--- config.mk ---
export PLATFORM = sky130hd
export DESIGN_NAME = atomic_mem_unit
export DESIGN_NICKNAME = d
export VERILOG_FILES = /design/src/rtl/amu_pkg.sv /design/src/rtl/amu_rr_arb.sv /design/src/rtl/amu_word_mem.sv /design/src/rtl/amu_exec.sv /design/src/rtl/atomic_mem_unit.sv
export SDC_FILE = /design/constraint.sdc
export NUM_CORES = 1
export LEC_CHECK = 0
export BUFFER_PORTS_ARGS = -buffer_cell sky130_fd_sc_hd__buf_2
export CAP_MARGIN = 40
export CORE_MARGIN = 3
export CORE_UTILIZATION = 63
export DETAILED_ROUTE_END_ITERATION = 8
export GPL_TIMING_DRIVEN = 0
export PLACE_DENSITY = 0.84
export SYNTH_ARGS = -nofsm -noshare
export SYNTH_HDL_FRONTEND = slang
export SYNTH_SLANG_ARGS = --single-unit
--- constraint.sdc ---
create_clock -name clk -period 7.1 [get_ports clk]
set_clock_uncertainty 0.1 [all_clocks]
set_input_delay 1.775 -clock clk [delete_from_list [all_inputs] [get_ports clk]]
set_output_delay 1.775 -clock clk [all_outputs]
set_load 0.02 [all_outputs]
--- src/rtl/amu_pkg.sv ---
package amu_pkg;

    localparam logic [2:0] OP_LOAD  = 3'd0;
    localparam logic [2:0] OP_STORE = 3'd1;
    localparam logic [2:0] OP_TAS   = 3'd2;
    localparam logic [2:0] OP_SWAP  = 3'd3;
    localparam logic [2:0] OP_CAS   = 3'd4;

    typedef enum logic [1:0] {
        ST_OK   = 2'd0,
        ST_FAIL = 2'd1,
        ST_ERR  = 2'd2
    } amu_status_e;

    typedef enum logic {
        S_ARB_READ   = 1'b0,
        S_WRITE_RESP = 1'b1
    } amu_state_e;

endpackage

--- src/rtl/amu_rr_arb.sv ---
module amu_rr_arb #(
    parameter int NUM_REQ = 3,
    localparam int IDX_W  = (NUM_REQ > 1) ? $clog2(NUM_REQ) : 1
) (
    input  logic               clk,
    input  logic               rst_n,
    input  logic [NUM_REQ-1:0] req,
    input  logic               take,
    output logic [IDX_W-1:0]   gnt_idx,
    output logic               gnt_any
);

    logic [IDX_W-1:0] ptr_q;

    always_comb begin
        gnt_any = 1'b0;
        gnt_idx = '0;
        for (int k = 0; k < NUM_REQ; k++) begin
            int cand;
            cand = (int'(ptr_q) + k) % NUM_REQ;
            if (!gnt_any && req[cand]) begin
                gnt_any = 1'b1;
                gnt_idx = IDX_W'(cand);
            end
        end
    end

    always_ff @(posedge clk) begin
        if (!rst_n) begin
            ptr_q <= '0;
        end else if (take && gnt_any) begin
            if (int'(gnt_idx) == NUM_REQ - 1)
                ptr_q <= '0;
            else
                ptr_q <= gnt_idx + 1'b1;
        end
    end

    AST_GRANT_IS_REQUESTED: assert property (@(posedge clk) disable iff (!rst_n)
        gnt_any |-> req[gnt_idx]);

endmodule

--- src/rtl/amu_word_mem.sv ---
module amu_word_mem #(
    parameter int DATA_W = 32,
    parameter int ADDR_W = 4,
    localparam int DEPTH = 1 << ADDR_W
) (
    input  logic              clk,
    input  logic              rst_n,
    input  logic              rd_en,
    input  logic [ADDR_W-1:0] rd_addr,
    output logic [DATA_W-1:0] rd_data,
    input  logic              wr_en,
    input  logic [ADDR_W-1:0] wr_addr,
    input  logic [DATA_W-1:0] wr_data
);

    logic [DATA_W-1:0] cells [DEPTH];

    always_ff @(posedge clk) begin
        if (!rst_n) begin
            for (int i = 0; i < DEPTH; i++) cells[i] <= '0;
            rd_data <= '0;
        end else begin
            if (wr_en) cells[wr_addr] <= wr_data;
            if (rd_en) rd_data <= cells[rd_addr];
        end
    end

    AST_ONE_PORT_USE: assert property (@(posedge clk) disable iff (!rst_n)
        !(rd_en && wr_en));

endmodule

--- src/rtl/amu_exec.sv ---
module amu_exec
    import amu_pkg::*;
#(
    parameter int DATA_W = 32
) (
    input  logic [2:0]        op,
    input  logic [DATA_W-1:0] old_word,
    input  logic [DATA_W-1:0] operand,
    input  logic [DATA_W-1:0] expected,
    output logic              do_write,
    output logic [DATA_W-1:0] new_word,
    output logic [DATA_W-1:0] ret_word,
    output amu_status_e       status
);

    always_comb begin
        do_write = 1'b0;
        new_word = operand;
        ret_word = old_word;
        status   = ST_OK;
        unique case (op)
            OP_LOAD: begin
            end
            OP_STORE: begin
                do_write = 1'b1;
                ret_word = '0;
            end
            OP_TAS: begin
                do_write = 1'b1;
                new_word = DATA_W'(1);
            end
            OP_SWAP: begin
                do_write = 1'b1;
            end
            OP_CAS: begin
                if (old_word == expected) begin
                    do_write = 1'b1;
                end else begin
                    status = ST_FAIL;
                end
            end
            default: begin
                ret_word = '0;
                status   = ST_ERR;
            end
        endcase
    end

endmodule

--- src/rtl/atomic_mem_unit.sv ---
module atomic_mem_unit
    import amu_pkg::*;
#(
    parameter int NUM_REQ = 3,
    parameter int DATA_W  = 32,
    parameter int ADDR_W  = 4
) (
    input  logic                            clk,
    input  logic                            rst_n,
    input  logic [NUM_REQ-1:0]              req_valid,
    input  logic [NUM_REQ-1:0][2:0]         req_op,
    input  logic [NUM_REQ-1:0][ADDR_W-1:0]  req_addr,
    input  logic [NUM_REQ-1:0][DATA_W-1:0]  req_wdata,
    input  logic [NUM_REQ-1:0][DATA_W-1:0]  req_cmp,
    output logic [NUM_REQ-1:0]              rsp_valid,
    output logic [DATA_W-1:0]               rsp_data,
    output logic [1:0]                      rsp_status
);

    localparam int IDX_W = (NUM_REQ > 1) ? $clog2(NUM_REQ) : 1;

    amu_state_e        state_q, state_d;
    logic [IDX_W-1:0]  gnt_idx, gnt_q;
    logic              gnt_any, take;
    logic [2:0]        op_q;
    logic [ADDR_W-1:0] addr_q;
    logic [DATA_W-1:0] wdata_q, cmp_q;
    logic [DATA_W-1:0] old_word, new_word, ret_word;
    logic              do_write, mem_we;
    amu_status_e       ex_status;

    amu_rr_arb #(.NUM_REQ(NUM_REQ)) u_arb (
        .clk     (clk),
        .rst_n   (rst_n),
        .req     (req_valid),
        .take    (take),
        .gnt_idx (gnt_idx),
        .gnt_any (gnt_any)
    );

    amu_word_mem #(.DATA_W(DATA_W), .ADDR_W(ADDR_W)) u_mem (
        .clk     (clk),
        .rst_n   (rst_n),
        .rd_en   (take),
        .rd_addr (req_addr[gnt_idx]),
        .rd_data (old_word),
        .wr_en   (mem_we),
        .wr_addr (addr_q),
        .wr_data (new_word)
    );

    amu_exec #(.DATA_W(DATA_W)) u_exec (
        .op       (op_q),
        .old_word (old_word),
        .operand  (wdata_q),
        .expected (cmp_q),
        .do_write (do_write),
        .new_word (new_word),
        .ret_word (ret_word),
        .status   (ex_status)
    );

    // State register and latched request fields
    always_ff @(posedge clk) begin
        if (!rst_n) begin
            state_q <= S_ARB_READ;
            gnt_q   <= '0;
            op_q    <= OP_LOAD;
            addr_q  <= '0;
            wdata_q <= '0;
            cmp_q   <= '0;
        end else begin
            state_q <= state_d;
            if (take) begin
                gnt_q   <= gnt_idx;
                op_q    <= req_op[gnt_idx];
                addr_q  <= req_addr[gnt_idx];
                wdata_q <= req_wdata[gnt_idx];
                cmp_q   <= req_cmp[gnt_idx];
            end
        end
    end

    // Next state and outputs
    always_comb begin
        state_d    = state_q;
        take       = 1'b0;
        mem_we     = 1'b0;
        rsp_valid  = '0;
        rsp_data   = '0;
        rsp_status = ST_OK;
        unique case (state_q)
            S_ARB_READ: begin
                if (gnt_any) begin
                    take    = 1'b1;
                    state_d = S_WRITE_RESP;
                end
            end
            S_WRITE_RESP: begin
                mem_we            = do_write;
                rsp_valid[gnt_q]  = 1'b1;
                rsp_data          = ret_word;
                rsp_status        = ex_status;
                state_d           = S_ARB_READ;
            end
            default: state_d = S_ARB_READ;
        endcase
    end

    AST_RSP_ONEHOT: assert property (@(posedge clk) disable iff (!rst_n)
        $onehot0(rsp_valid));
    AST_RSP_ONE_CYCLE: assert property (@(posedge clk) disable iff (!rst_n)
        (|rsp_valid) |=> !(|rsp_valid));
    AST_RSP_AFTER_GRANT: assert property (@(posedge clk) disable iff (!rst_n)
        (|rsp_valid) |-> $past(take));
    AST_WRITE_ONLY_IN_OWN_SLOT: assert property (@(posedge clk) disable iff (!rst_n)
        mem_we |-> (|rsp_valid) && $past(take));
    AST_CAS_FAIL_NO_WRITE: assert property (@(posedge clk) disable iff (!rst_n)
        ((|rsp_valid) && rsp_status == ST_FAIL) |-> !mem_we);
    AST_BAD_OP_NO_WRITE: assert property (@(posedge clk) disable iff (!rst_n)
        ((|rsp_valid) && rsp_status == ST_ERR) |-> (!mem_we && rsp_data == '0));
    AST_STORE_NO_DATA: assert property (@(posedge clk) disable iff (!rst_n)
        ((|rsp_valid) && op_q == OP_STORE) |-> (rsp_data == '0 && rsp_status == ST_OK));

endmodule

==> flow_summary.json <==
{
  "worst_pin_slew_ns": 0.989,
  "total_power_uw": 13100,
  "firstDrtPassIters": 9,
  "syn_nets": 2825,
  "drive_above_1_share": 0.149,
  "cp.required_ns": 7.31,
  "r2r-start": "u_mem.rd_data[24]$_SDFFE_PN0P_",
  "start_kind": "flip-flop",
  "insertion_delay_ns": 0.63,
  "cap_violations": 0,
  "min_from": "wdata_q[23]$_SDFFE_PN0P_",
  "cp-startpoint": "u_mem.rd_data[24]$_SDFFE_PN0P_",
  "wl_um": 89900,
  "status": "finished, violations left",
  "clk_pin_slew_ns": 0.07,
  "antenna_found_initial": 1,
  "max_freq_mhz": 202,
  "portBuffers": 253,
  "cellLeakagePower_uw": 0.0121,
  "hp-class": "flip-flop to flip-flop",
  "p_per_area_nw_per_um2": 406,
  "start_util": 0.644,
  "cts_resized": 0,
  "drc_errors": 1,
  "final_common_cell": "nor2_1",
  "multi_input_area_um2": 9470,
  "synth_edf_count": 512,
  "ys.flop_type": "edfxtp_1",
  "place_congestion": 1.00,
  "postCtsSetupBuffers": 0,
  "die_w_um": 217,
  "critPathKind": "flip-flop to flip-flop",
  "setup_viol": 0,
  "finalSetupTns_ns": 0,
  "layout.nets": 3153,
  "die-area_um2": 47000,
  "path_max_fanout": 19,
  "final_util": 0.744,
  "ant_nets": 0,
  "grt_max_degree": 33,
  "holdWs_ns": 0.408,
  "clockBufferDepth": 3,
  "post_drt_via_cell_ratio": 6.56,
  "die_h_um": 217,
  "cts_tree": "done",
  "mappedNetlistArea_um2": 28000,
  "wl_per_cell_um": 25.2,
  "cts_root_buffer": "clkbuf_16",
  "cts_num_sinks": 620,
  "hpwl_um": 65400,
  "ctsHoldBuffers": 0,
  "final_cell_mix": "nor2_1 (597), edfxtp_1 (512), nand2_1 (388)",
  "n_fill_cell": 2963,
  "area_growth_pct": 15.5,
  "io_pins": 255,
  "regArea_um2": 17500,
  "coreArea_um2": 43500,
  "ys_types": 61,
  "grt_use_total": 0.376,
  "slowest_delay_ns": 0.81,
  "grt_pass1_vias": 22400,
  "cts_buffers": 58,
  "num_rows": 76,
  "hold_violations": 0,
  "vias": 23400,
  "synth_warnings": 0,
  "async_reset_ff_frac": 0,
  "grt_pass1_wl_um": 133000,
  "fin_crit_sh": 0.698,
  "grt-ovfl-total": 0,
  "ir_worst_vdd_mv": 0.283,
  "crit_slowest_cell": "nor3b_1",
  "htree_levels": 2,
  "worstPathArrival_ns": 5.17,
  "rsz0062_at_grt": "false",
  "syn_area_per_cell_um2": 10.7,
  "slew_headroom": 0.340,
  "slew_violations": 0,
  "period_needed_ns": 4.96,
  "seq_area_frac_synth": 0.627,
  "violations": "design-rule violations",
  "syn_inst": 2604,
  "crit_path_cell_trace": "xor2_1 > nor4_1 > nand4_1 > o41ai_1 > and3_1 > nor3b_1 > nand3_1 > clkbuf_1 > nand2_1 > buf_8",
  "drt_iter0_drc": 3580,
  "critPathCaptureType": "flip-flop",
  "ys_ff_latch": 620
}
## critical path, delay by kind of cell (launching register included)
kind / cells / cell delay [ns]
compound gates: 1 / 0.39
xor+xnor: 1 / 0.19
buf+inv: 2 / 0.65
flops: 1 / 0.50
simple gates: 6 / 2.78
## where the power goes
part	internal [µW]	switching, µW
Combinational	1600	3700
Clock	1900	1360
Sequential	4290	288
## layout make-up
| class | count | share of cell area |
|---|---|---|
| tap | 585 | 0.0226 |
| multi-input combinational | 1748 | 0.293 |
| timing repair buffer | 268 | 0.0482 |
| clock buffer | 87 | 0.0557 |
| clock inverter | 23 | 0.00666 |
| sequential | 620 | 0.543 |
| buffer | 228 | 0.0303 |
| inverter | 8 | 0.000929 |
| antenna | 1 | 0.0000774 |
## per-layer routing
metal,global-route usage,vias up,share of wire
li1,-,9998,-
met1,0.505,11300,0.36
met2,0.584,1810,0.46
met3,0.0891,353,0.13
met4,0.183,0,0.060
met5,0,-,0
## path summary, 6_finish.rpt
check	to	slack, ns	cells past startpoint
min	wdata_q[23]$_SDFFE_PN0P_	0.41	2
min reg2reg	wdata_q[23]$_SDFFE_PN0P_	0.41	2
max reg2reg	u_mem.cells[13][8]$_SDFFCE_PN0P_	2.14	10
max	u_mem.cells[13][8]$_SDFFCE_PN0P_	2.14	10
## state kept, by name, indices dropped and copies added (netlist names), 2 cells and up
signal,cells
addr_q,4
wdata_q,32
gnt_q,2
op_q,3
cmp_q,32
u_arb.ptr_q,2
u_mem.cells,512
u_mem.rd_data,32
## synth_stat cells (30+ instances only)
library cell | instances | area [µm²]
a211oi_1 | 71 | 533
edfxtp_1 | 512 | 15400
and2_1 | 36 | 225
dfxtp_1 | 108 | 2160
nand4_1 | 34 | 213
nand2_1 | 399 | 1500
a21oi_1 | 202 | 1010
clkbuf_1 | 160 | 601
xor2_1 | 32 | 280
o221a_1 | 30 | 338
a22o_1 | 62 | 543
buf_2 | 43 | 215
a32oi_1 | 63 | 552
mux2i_1 | 101 | 1010
o221ai_1 | 31 | 272
nor2_1 | 597 | 2240
## cell families (layout without fill, tap and decap cells)
group | count (synthesis) | count (layout) | synth area share
AND/OR/NAND/NOR | 1109 | 1109 | 0.159
flip-flops | 620 | 620 | 0.627
AO/OA/AOI/OAI | 500 | 500 | 0.129
buffers and inverters | 236 | 614 | 0.0361
multiplexers | 104 | 104 | 0.0373
XOR/XNOR | 32 | 32 | 0.0100
adder cells (fa/ha/maj) | 3 | 3 | 0.00134
other | 0 | 1 | 0
## stage by stage
step	instances	setup WS, ns	area [µm²]
6_report	3568	2.14	32300
5_1_grt	3568	2.09	32300
4_1_cts	3567	2.34	32300
3_5_place_dp	3457	1.92	30300
3_3_place_gp	3442	1.05	30000
2_1_floorplan	2604	2.88	28000
(Power assumes the default switching activity.)
